## config.mk

```make
export PLATFORM = sky130hd
export DESIGN_NAME = bus_match_cmp
export DESIGN_NICKNAME = d
export VERILOG_FILES = /design/src/rtl/bmc_pkg.sv /design/src/rtl/bmc_regs.sv /design/src/rtl/bmc_bus_qual.sv /design/src/rtl/bmc_data_cmp.sv /design/src/rtl/bus_match_cmp.sv
export SDC_FILE = /design/constraint.sdc
export NUM_CORES = 1
export LEC_CHECK = 0
export BUFFER_PORTS_ARGS = -buffer_cell sky130_fd_sc_hd__buf_2
export CAP_MARGIN = 20
export CORE_MARGIN = 5
export CORE_UTILIZATION = 55
export CTS_BUF_LIST = sky130_fd_sc_hd__clkbuf_4 sky130_fd_sc_hd__clkbuf_8 sky130_fd_sc_hd__clkbuf_16
export CTS_CLUSTER_SIZE = 10
export DETAILED_ROUTE_END_ITERATION = 12
export PLACE_DENSITY = 0.9
export SYNTH_ARGS = -nofsm -noshare
export SYNTH_HDL_FRONTEND = slang
export SYNTH_HIERARCHICAL = 1
export SYNTH_SLANG_ARGS = --single-unit
```

## constraint.sdc

```tcl
create_clock -name clk -period 3.5 [get_ports clk]
set_input_delay 0.175 -clock clk [delete_from_list [all_inputs] [get_ports clk]]
set_output_delay 0.175 -clock clk [all_outputs]
set_load 0.01 [all_outputs]
```

## src/rtl/bmc_pkg.sv

```systemverilog
package bmc_pkg;

   localparam int REG_W  = 8;
   localparam int CTRL_W = 6;

   // Control register layout, LSB first: enable, data_en, rw_en, rw_val, size_en, size_val
   typedef struct packed {
      logic size_val;   // 1 = byte access required
      logic size_en;
      logic rw_val;     // 1 = read required
      logic rw_en;
      logic data_en;
      logic enable;
   } bmc_ctrl_t;

endpackage

```

## src/rtl/bmc_regs.sv

```systemverilog
module bmc_regs
   import bmc_pkg::*;
#(
   parameter int ADDR_W   = 24,
   parameter int DATA_W   = 16,
   parameter bit HAS_DATA = 1'b1,
   localparam int AB      = ADDR_W / REG_W,
   localparam int DB      = DATA_W / REG_W,
   localparam int NREG    = AB + 2 * DB + 1,
   localparam int SEL_W   = $clog2(NREG)
) (
   input  logic              clk,
   input  logic              rst_n,
   input  logic              wr_en,
   input  logic [SEL_W-1:0]  wr_sel,
   input  logic [REG_W-1:0]  wr_data,
   output logic [ADDR_W-1:0] cmp_addr,
   output logic [DATA_W-1:0] cmp_data,
   output logic [DATA_W-1:0] cmp_mask,
   output bmc_ctrl_t         ctrl
);

   localparam int DATA_BASE = AB;
   localparam int MASK_BASE = AB + DB;
   localparam int CTRL_IDX  = AB + 2 * DB;

   logic [ADDR_W-1:0] addr_q;
   bmc_ctrl_t         ctrl_q;
   logic              unused_wr_hi;

   assign unused_wr_hi = ^wr_data[REG_W-1:CTRL_W];

   always_ff @(posedge clk or negedge rst_n) begin
      if (!rst_n) begin
         addr_q <= '0;
      end else if (wr_en) begin
         for (int i = 0; i < AB; i++) begin
            if (wr_sel == SEL_W'(i)) addr_q[REG_W*i +: REG_W] <= wr_data;
         end
      end
   end

   always_ff @(posedge clk or negedge rst_n) begin
      if (!rst_n) begin
         ctrl_q <= '0;
      end else if (wr_en && wr_sel == SEL_W'(CTRL_IDX)) begin
         ctrl_q <= bmc_ctrl_t'(wr_data[CTRL_W-1:0]);
      end
   end

   assign cmp_addr = addr_q;

   generate
      if (HAS_DATA) begin : g_data_regs
         logic [DATA_W-1:0] data_q;
         logic [DATA_W-1:0] mask_q;

         always_ff @(posedge clk or negedge rst_n) begin
            if (!rst_n) begin
               data_q <= '0;
               mask_q <= '0;
            end else if (wr_en) begin
               for (int j = 0; j < DB; j++) begin
                  if (wr_sel == SEL_W'(DATA_BASE + j)) data_q[REG_W*j +: REG_W] <= wr_data;
                  if (wr_sel == SEL_W'(MASK_BASE + j)) mask_q[REG_W*j +: REG_W] <= wr_data;
               end
            end
         end

         assign cmp_data = data_q;
         assign cmp_mask = mask_q;

         always_comb begin
            ctrl = ctrl_q;
         end
      end else begin : g_no_data_regs
         assign cmp_data = '0;
         assign cmp_mask = '0;

         always_comb begin
            ctrl         = ctrl_q;
            ctrl.data_en = 1'b0;
         end
      end
   endgenerate

endmodule

```

## src/rtl/bmc_bus_qual.sv

```systemverilog
module bmc_bus_qual
   import bmc_pkg::*;
#(
   parameter int ADDR_W = 24
) (
   input  logic [ADDR_W-1:0] bus_addr,
   input  logic [ADDR_W-1:0] cmp_addr,
   input  logic              bus_rw,
   input  logic              bus_byte,
   input  bmc_ctrl_t         ctrl,
   output logic              addr_eq,
   output logic              qual_ok
);

   logic rw_ok;
   logic size_ok;

   assign addr_eq = (bus_addr == cmp_addr);
   assign rw_ok   = !ctrl.rw_en   || (bus_rw   == ctrl.rw_val);
   assign size_ok = !ctrl.size_en || (bus_byte == ctrl.size_val);
   assign qual_ok = rw_ok && size_ok;

endmodule

```

## src/rtl/bmc_data_cmp.sv

```systemverilog
module bmc_data_cmp
   import bmc_pkg::*;
#(
   parameter int DATA_W = 16,
   localparam int LANES = DATA_W / REG_W,
   localparam int LSB_W = (LANES > 1) ? $clog2(LANES) : 1
) (
   input  logic [DATA_W-1:0] bus_data,
   input  logic [LSB_W-1:0]  bus_lsb,
   input  logic [DATA_W-1:0] cmp_data,
   input  logic [DATA_W-1:0] cmp_mask,
   input  logic              byte_mode,
   output logic              data_eq
);

   logic [LANES-1:0] lane_ok;

   // Big-endian lane order: lowest address picks the most significant lane
   generate
      for (genvar k = 0; k < LANES; k++) begin : g_lane
         logic             lane_on;
         logic [REG_W-1:0] diff;

         assign lane_on    = !byte_mode || (bus_lsb == LSB_W'(LANES - 1 - k));
         assign diff       = (bus_data[REG_W*k +: REG_W] ^ cmp_data[REG_W*k +: REG_W])
                             & cmp_mask[REG_W*k +: REG_W];
         assign lane_ok[k] = !lane_on || (diff == '0);
      end
   endgenerate

   assign data_eq = &lane_ok;

endmodule

```

## src/rtl/bus_match_cmp.sv

```systemverilog
module bus_match_cmp
   import bmc_pkg::*;
#(
   parameter int ADDR_W   = 24,
   parameter int DATA_W   = 16,
   parameter bit HAS_DATA = 1'b1,
   localparam int SEL_W   = $clog2(ADDR_W / 8 + 2 * (DATA_W / 8) + 1)
) (
   input  logic              clk,
   input  logic              rst_n,
   input  logic              wr_en,
   input  logic [SEL_W-1:0]  wr_sel,
   input  logic [7:0]        wr_data,
   input  logic              bus_valid,
   input  logic [ADDR_W-1:0] bus_addr,
   input  logic [DATA_W-1:0] bus_data,
   input  logic              bus_rw,
   input  logic              bus_byte,
   output logic              match
);

   localparam int LANES = DATA_W / REG_W;
   localparam int LSB_W = (LANES > 1) ? $clog2(LANES) : 1;

   generate
      if (ADDR_W % REG_W != 0 || ADDR_W < REG_W) begin : g_bad_addr_w
         $error("ADDR_W must be a non-zero multiple of 8");
      end
      if (DATA_W % REG_W != 0 || LANES < 2 || (LANES & (LANES - 1)) != 0) begin : g_bad_data_w
         $error("DATA_W must be 8 times a power of two, at least 16");
      end
      if (ADDR_W < LSB_W) begin : g_bad_lsb
         $error("ADDR_W too narrow for lane select");
      end
   endgenerate

   logic [ADDR_W-1:0] cmp_addr;
   logic [DATA_W-1:0] cmp_data;
   logic [DATA_W-1:0] cmp_mask;
   bmc_ctrl_t         ctrl;
   logic              addr_eq;
   logic              qual_ok;
   logic              data_ok;
   logic              hit;
   logic              match_q;

   bmc_regs #(
      .ADDR_W   (ADDR_W),
      .DATA_W   (DATA_W),
      .HAS_DATA (HAS_DATA)
   ) u_regs (
      .clk      (clk),
      .rst_n    (rst_n),
      .wr_en    (wr_en),
      .wr_sel   (wr_sel),
      .wr_data  (wr_data),
      .cmp_addr (cmp_addr),
      .cmp_data (cmp_data),
      .cmp_mask (cmp_mask),
      .ctrl     (ctrl)
   );

   bmc_bus_qual #(
      .ADDR_W (ADDR_W)
   ) u_qual (
      .bus_addr (bus_addr),
      .cmp_addr (cmp_addr),
      .bus_rw   (bus_rw),
      .bus_byte (bus_byte),
      .ctrl     (ctrl),
      .addr_eq  (addr_eq),
      .qual_ok  (qual_ok)
   );

   generate
      if (HAS_DATA) begin : g_data
         logic data_eq;

         bmc_data_cmp #(
            .DATA_W (DATA_W)
         ) u_data (
            .bus_data  (bus_data),
            .bus_lsb   (bus_addr[LSB_W-1:0]),
            .cmp_data  (cmp_data),
            .cmp_mask  (cmp_mask),
            .byte_mode (ctrl.size_en && ctrl.size_val),
            .data_eq   (data_eq)
         );

         assign data_ok = !ctrl.data_en || data_eq;

         // word-mode data hits agree with the programmed data on unmasked bits
         assert_masked_data_R6: assert property (@(posedge clk) disable iff (!rst_n)
            (match && $past(ctrl.data_en) && !($past(ctrl.size_en) && $past(ctrl.size_val)))
            |-> ((($past(bus_data) ^ $past(cmp_data)) & $past(cmp_mask)) == '0));
      end else begin : g_no_data
         logic unused_nodata;
         assign unused_nodata = ^{bus_data, cmp_data, cmp_mask, ctrl.data_en};
         assign data_ok       = 1'b1;
      end
   endgenerate

   assign hit = bus_valid && ctrl.enable && addr_eq && qual_ok && data_ok;

   always_ff @(posedge clk or negedge rst_n) begin
      if (!rst_n) match_q <= 1'b0;
      else        match_q <= hit;
   end

   assign match = match_q;

   // an idle bus cycle never yields a pulse
   assert_idle_quiet_R4: assert property (@(posedge clk) disable iff (!rst_n)
      !bus_valid |=> !match);

   // pulse only while the comparator was enabled
   assert_enable_gate_R5: assert property (@(posedge clk) disable iff (!rst_n)
      match |-> $past(ctrl.enable));

   // pulse only for an exact address
   assert_addr_equal_R3: assert property (@(posedge clk) disable iff (!rst_n)
      match |-> ($past(bus_addr) == $past(cmp_addr)));

   // direction qualifier respected
   assert_rw_qual_R7: assert property (@(posedge clk) disable iff (!rst_n)
      (match && $past(ctrl.rw_en)) |-> ($past(bus_rw) == $past(ctrl.rw_val)));

   // size qualifier respected
   assert_size_qual_R8: assert property (@(posedge clk) disable iff (!rst_n)
      (match && $past(ctrl.size_en)) |-> ($past(bus_byte) == $past(ctrl.size_val)));

endmodule

```

==> metrics.cfg <==
[setup_path]
cp_slowest_stage_delay_ns = 0.40
path_cells = xor2_1, a22oi_1, nand4_1, mux2i_1, o2bb2ai_1, inv_1, a21oi_2
worstPathMaxFanout = 2
criticalPathCategory = flip-flop to flip-flop
end_kind = flip-flop
r2r_cells = 7
cpMaxStageDelayCell = dfrtp_1
crit_arrival_ns = 1.83
required_ns = 3.77
startpoint_type = flip-flop

[route]
drtAntennaViolNets = 0
via_count = 1886
drtIter0Drc = 52
routed_wirelength_um = 6200
wl_per_cell_um = 17.8
viasPerCell = 5.40
drc_errors = 0
first_pass_iters = 4

[die]
dieArea_um2 = 6930
io_pins = 58
initial_core_util_pct = 57.0
num_rows = 26
core-area_um2 = 5170
fp.dieW_um = 83.2
dieHeight_um = 83.2

[clock_network]
numCtsBuffers = 9
cts_tree = built
clk_pin_slew_worst_paths_ns = 0.06
cts_root_buf = clkbuf_8
clock-sinks = 63
clockBufferDepth = 2
ctsResizeCount = 0
post_cts_buffers = 0
hold_buffers = 0
cts_htree_levels = 3
insertion_delay_ns = 0.34

[yosys]
ys_types = 19
syn_nets = 264
ys_ff_latch = 63
synth_top_family_by_area = multiplexers
ys_seq_area_share_pct = 53.4
synth.avg_cell_area_um2 = 14.3
syn_area_um2 = 2950
yosys_warnings = 6
syn-instance-count = 207
synthMuxAreaShare_pct = 24.0
synth_xor_area_share_pct = 12.5
synth_compound_area_share_pct = 2.88
synth_fa_ha_area_share_pct = 0
synth-simple-area-share_pct = 5.60

[placement]
numPortBuffers = 57
dpl_worst_slack_ns = 1.99
place_congestion = 0.771
hpwl_um = 4430

[hold_path]
whs_path_depth = 3
hp-class = primary input to flip-flop

[final_layout]
n_fill_cell = 375
n_antenna_cell = 0
drive_gt1_share_pct = 51.3
syn_to_final_growth_pct = 19.5
fin_nets = 331

[timing]
fin_tns_setup_ns = 0
max_slew_margin_pct = 60.4
period_share_pct = 44.6
setup_viol = 0
worstMarginPinSlew_ns = 0.591
finalMaxSlewViolations = 0
clock.fmax_mhz = 641
period_minus_slack_ns = 1.56
skew_ns = 0.00437
finalHoldViolations = 0
rsz0062_at_grt = no
worst_slack_ns = 1.94

[global_route]
grt_max_degree = 47
track_usage_pct = 19.4
antenna_found_initial = 0
grt_pass1_wl_um = 10400
grt_pass1_vias = 2090
gr-total-overflow = 0

[power]
peakVddDrop_mv = 0.367
power.leakage_nw = 1.61
p_per_area_nw_per_um2 = 553

[run_status]
status = finished, final reports clean

[job]
drv_cap = 0

## state kept, by name, indices dropped and copies added (netlist names)
signal           count
u_regs/cmp_addr     24
match                1
u_regs/cmp_data     16
u_regs/ctrl          6
u_regs/cmp_mask     16
## placed cells by master, fill, tap and decap left out
| cell | instances |
|---|---|
| mux2_2 | 62 |
| clkbuf_4 | 1 |
| clkinv_2 | 4 |
| clkbuf_8 | 11 |
| nor3_2 | 1 |
| dlygate4sd3_1 | 1 |
| and2_1 | 1 |
| a22oi_1 | 9 |
| xnor2_1 | 8 |
| inv_1 | 1 |
| o2bb2ai_1 | 1 |
| dfrtp_1 | 63 |
| nor4b_4 | 1 |
| buf_4 | 4 |
| nand4b_1 | 3 |
| xor2_1 | 34 |
| nor4bb_1 | 3 |
| a21oi_2 | 1 |
| mux2i_1 | 1 |
| buf_2 | 57 |
| nand4_1 | 7 |
| buf_16 | 1 |
| nor4_1 | 4 |
## cell families after synthesis
group | count (synthesis)
buffers and inverters | 8
multiplexers | 63
flip-flops | 63
AND/OR/NAND/NOR | 20
XOR/XNOR | 42
AO/OA/AOI/OAI | 11
## through the flow
step | power, mW | instance area [um2] | hold WS, ns | util (%) | std cells
CTS | 1.96 | 3490 | 0.0367 | 67.4 | 347
floorplan | 1.26 | 2950 | -0.121 | - | 207
global route | 2.06 | 3530 | 0.124 | 68.2 | 349
detailed placement | 1.39 | 3310 | 0.399 | 64.0 | 331
global placement | 1.36 | 3310 | 0.392 | 64.0 | 331
finish | 1.95 | 3530 | 0.126 | 68.2 | 349
## routing by layer
layer | vias to the layer above | wire, um | global-route usage (%) | part of all wire [%]
li1 | 880 | - | - | -
met1 | 962 | 2650 | 23.3 | 43
met2 | 37 | 3190 | 32.2 | 51
met3 | 7 | 276 | 6.34 | 4.5
met4 | 0 | 85 | 7.58 | 1.4
met5 | - | 0 | 0 | 0
## synthesized netlist by cell type
library cell  count  share of area (%)
nor4bb_1          3                1.0
xnor2_1           8                2.4
nor4_1            4               0.85
buf_2             5               0.85
and2_1            1               0.21
nor4b_4           1               0.81
a21oi_2           1               0.30
mux2i_1           1               0.34
buf_4             1               0.25
nor3_2            1               0.34
inv_1             1               0.13
a22oi_1           9                2.3
nand4_1           7                1.5
o2bb2ai_1         1               0.30
dfrtp_1          63                 53
mux2_2           62                 24
buf_6             1               0.38
nand4b_1          3               0.89
xor2_1           34                 10
## critical path, delay by kind of cell, from the launching register on
kind                   cells  cell delay, ns
AO/OA/AOI/OAI              3            0.49
XOR/XNOR                   1            0.17
buffers and inverters      1            0.06
AND/OR/NAND/NOR            1            0.18
multiplexers               1            0.20
flip-flops                 1            0.40
## path summary, 6_finish.rpt
kind,from,slack [ns],to
worst max-delay path,u_regs/cmp_data[3],1.94,match
worst min-delay path,bus_valid,0.13,match
worst max register to register,u_regs/cmp_data[3],1.94,match
worst min register to register,u_regs/ctrl[1],0.45,match
max in group asynchronous,rst_n,2.32,u_regs/cmp_addr[12]
min in group asynchronous,rst_n,0.36,u_regs/cmp_mask[12]
## where the power goes
group          switching (mW)  internal (mW)
combinational           0.159          0.235
sequential              0.102          0.887
clock                   0.268          0.298
total                   0.529           1.42
## cell type report
| type | count | area [um2] | share of cell area (%) |
|---|---|---|---|
| clock buffers | 12 | 159 | 4.51 |
| clock inverters | 4 | 20.0 | 0.568 |
| well taps | 70 | 87.6 | 2.48 |
| inverters | 1 | 3.75 | 0.106 |
| repair buffers | 63 | 353 | 10.0 |
| flip-flops and latches | 63 | 1580 | 44.7 |
| multi-input cells | 136 | 1330 | 37.6 |
Note: power is estimated with default switching activity, not from simulation.
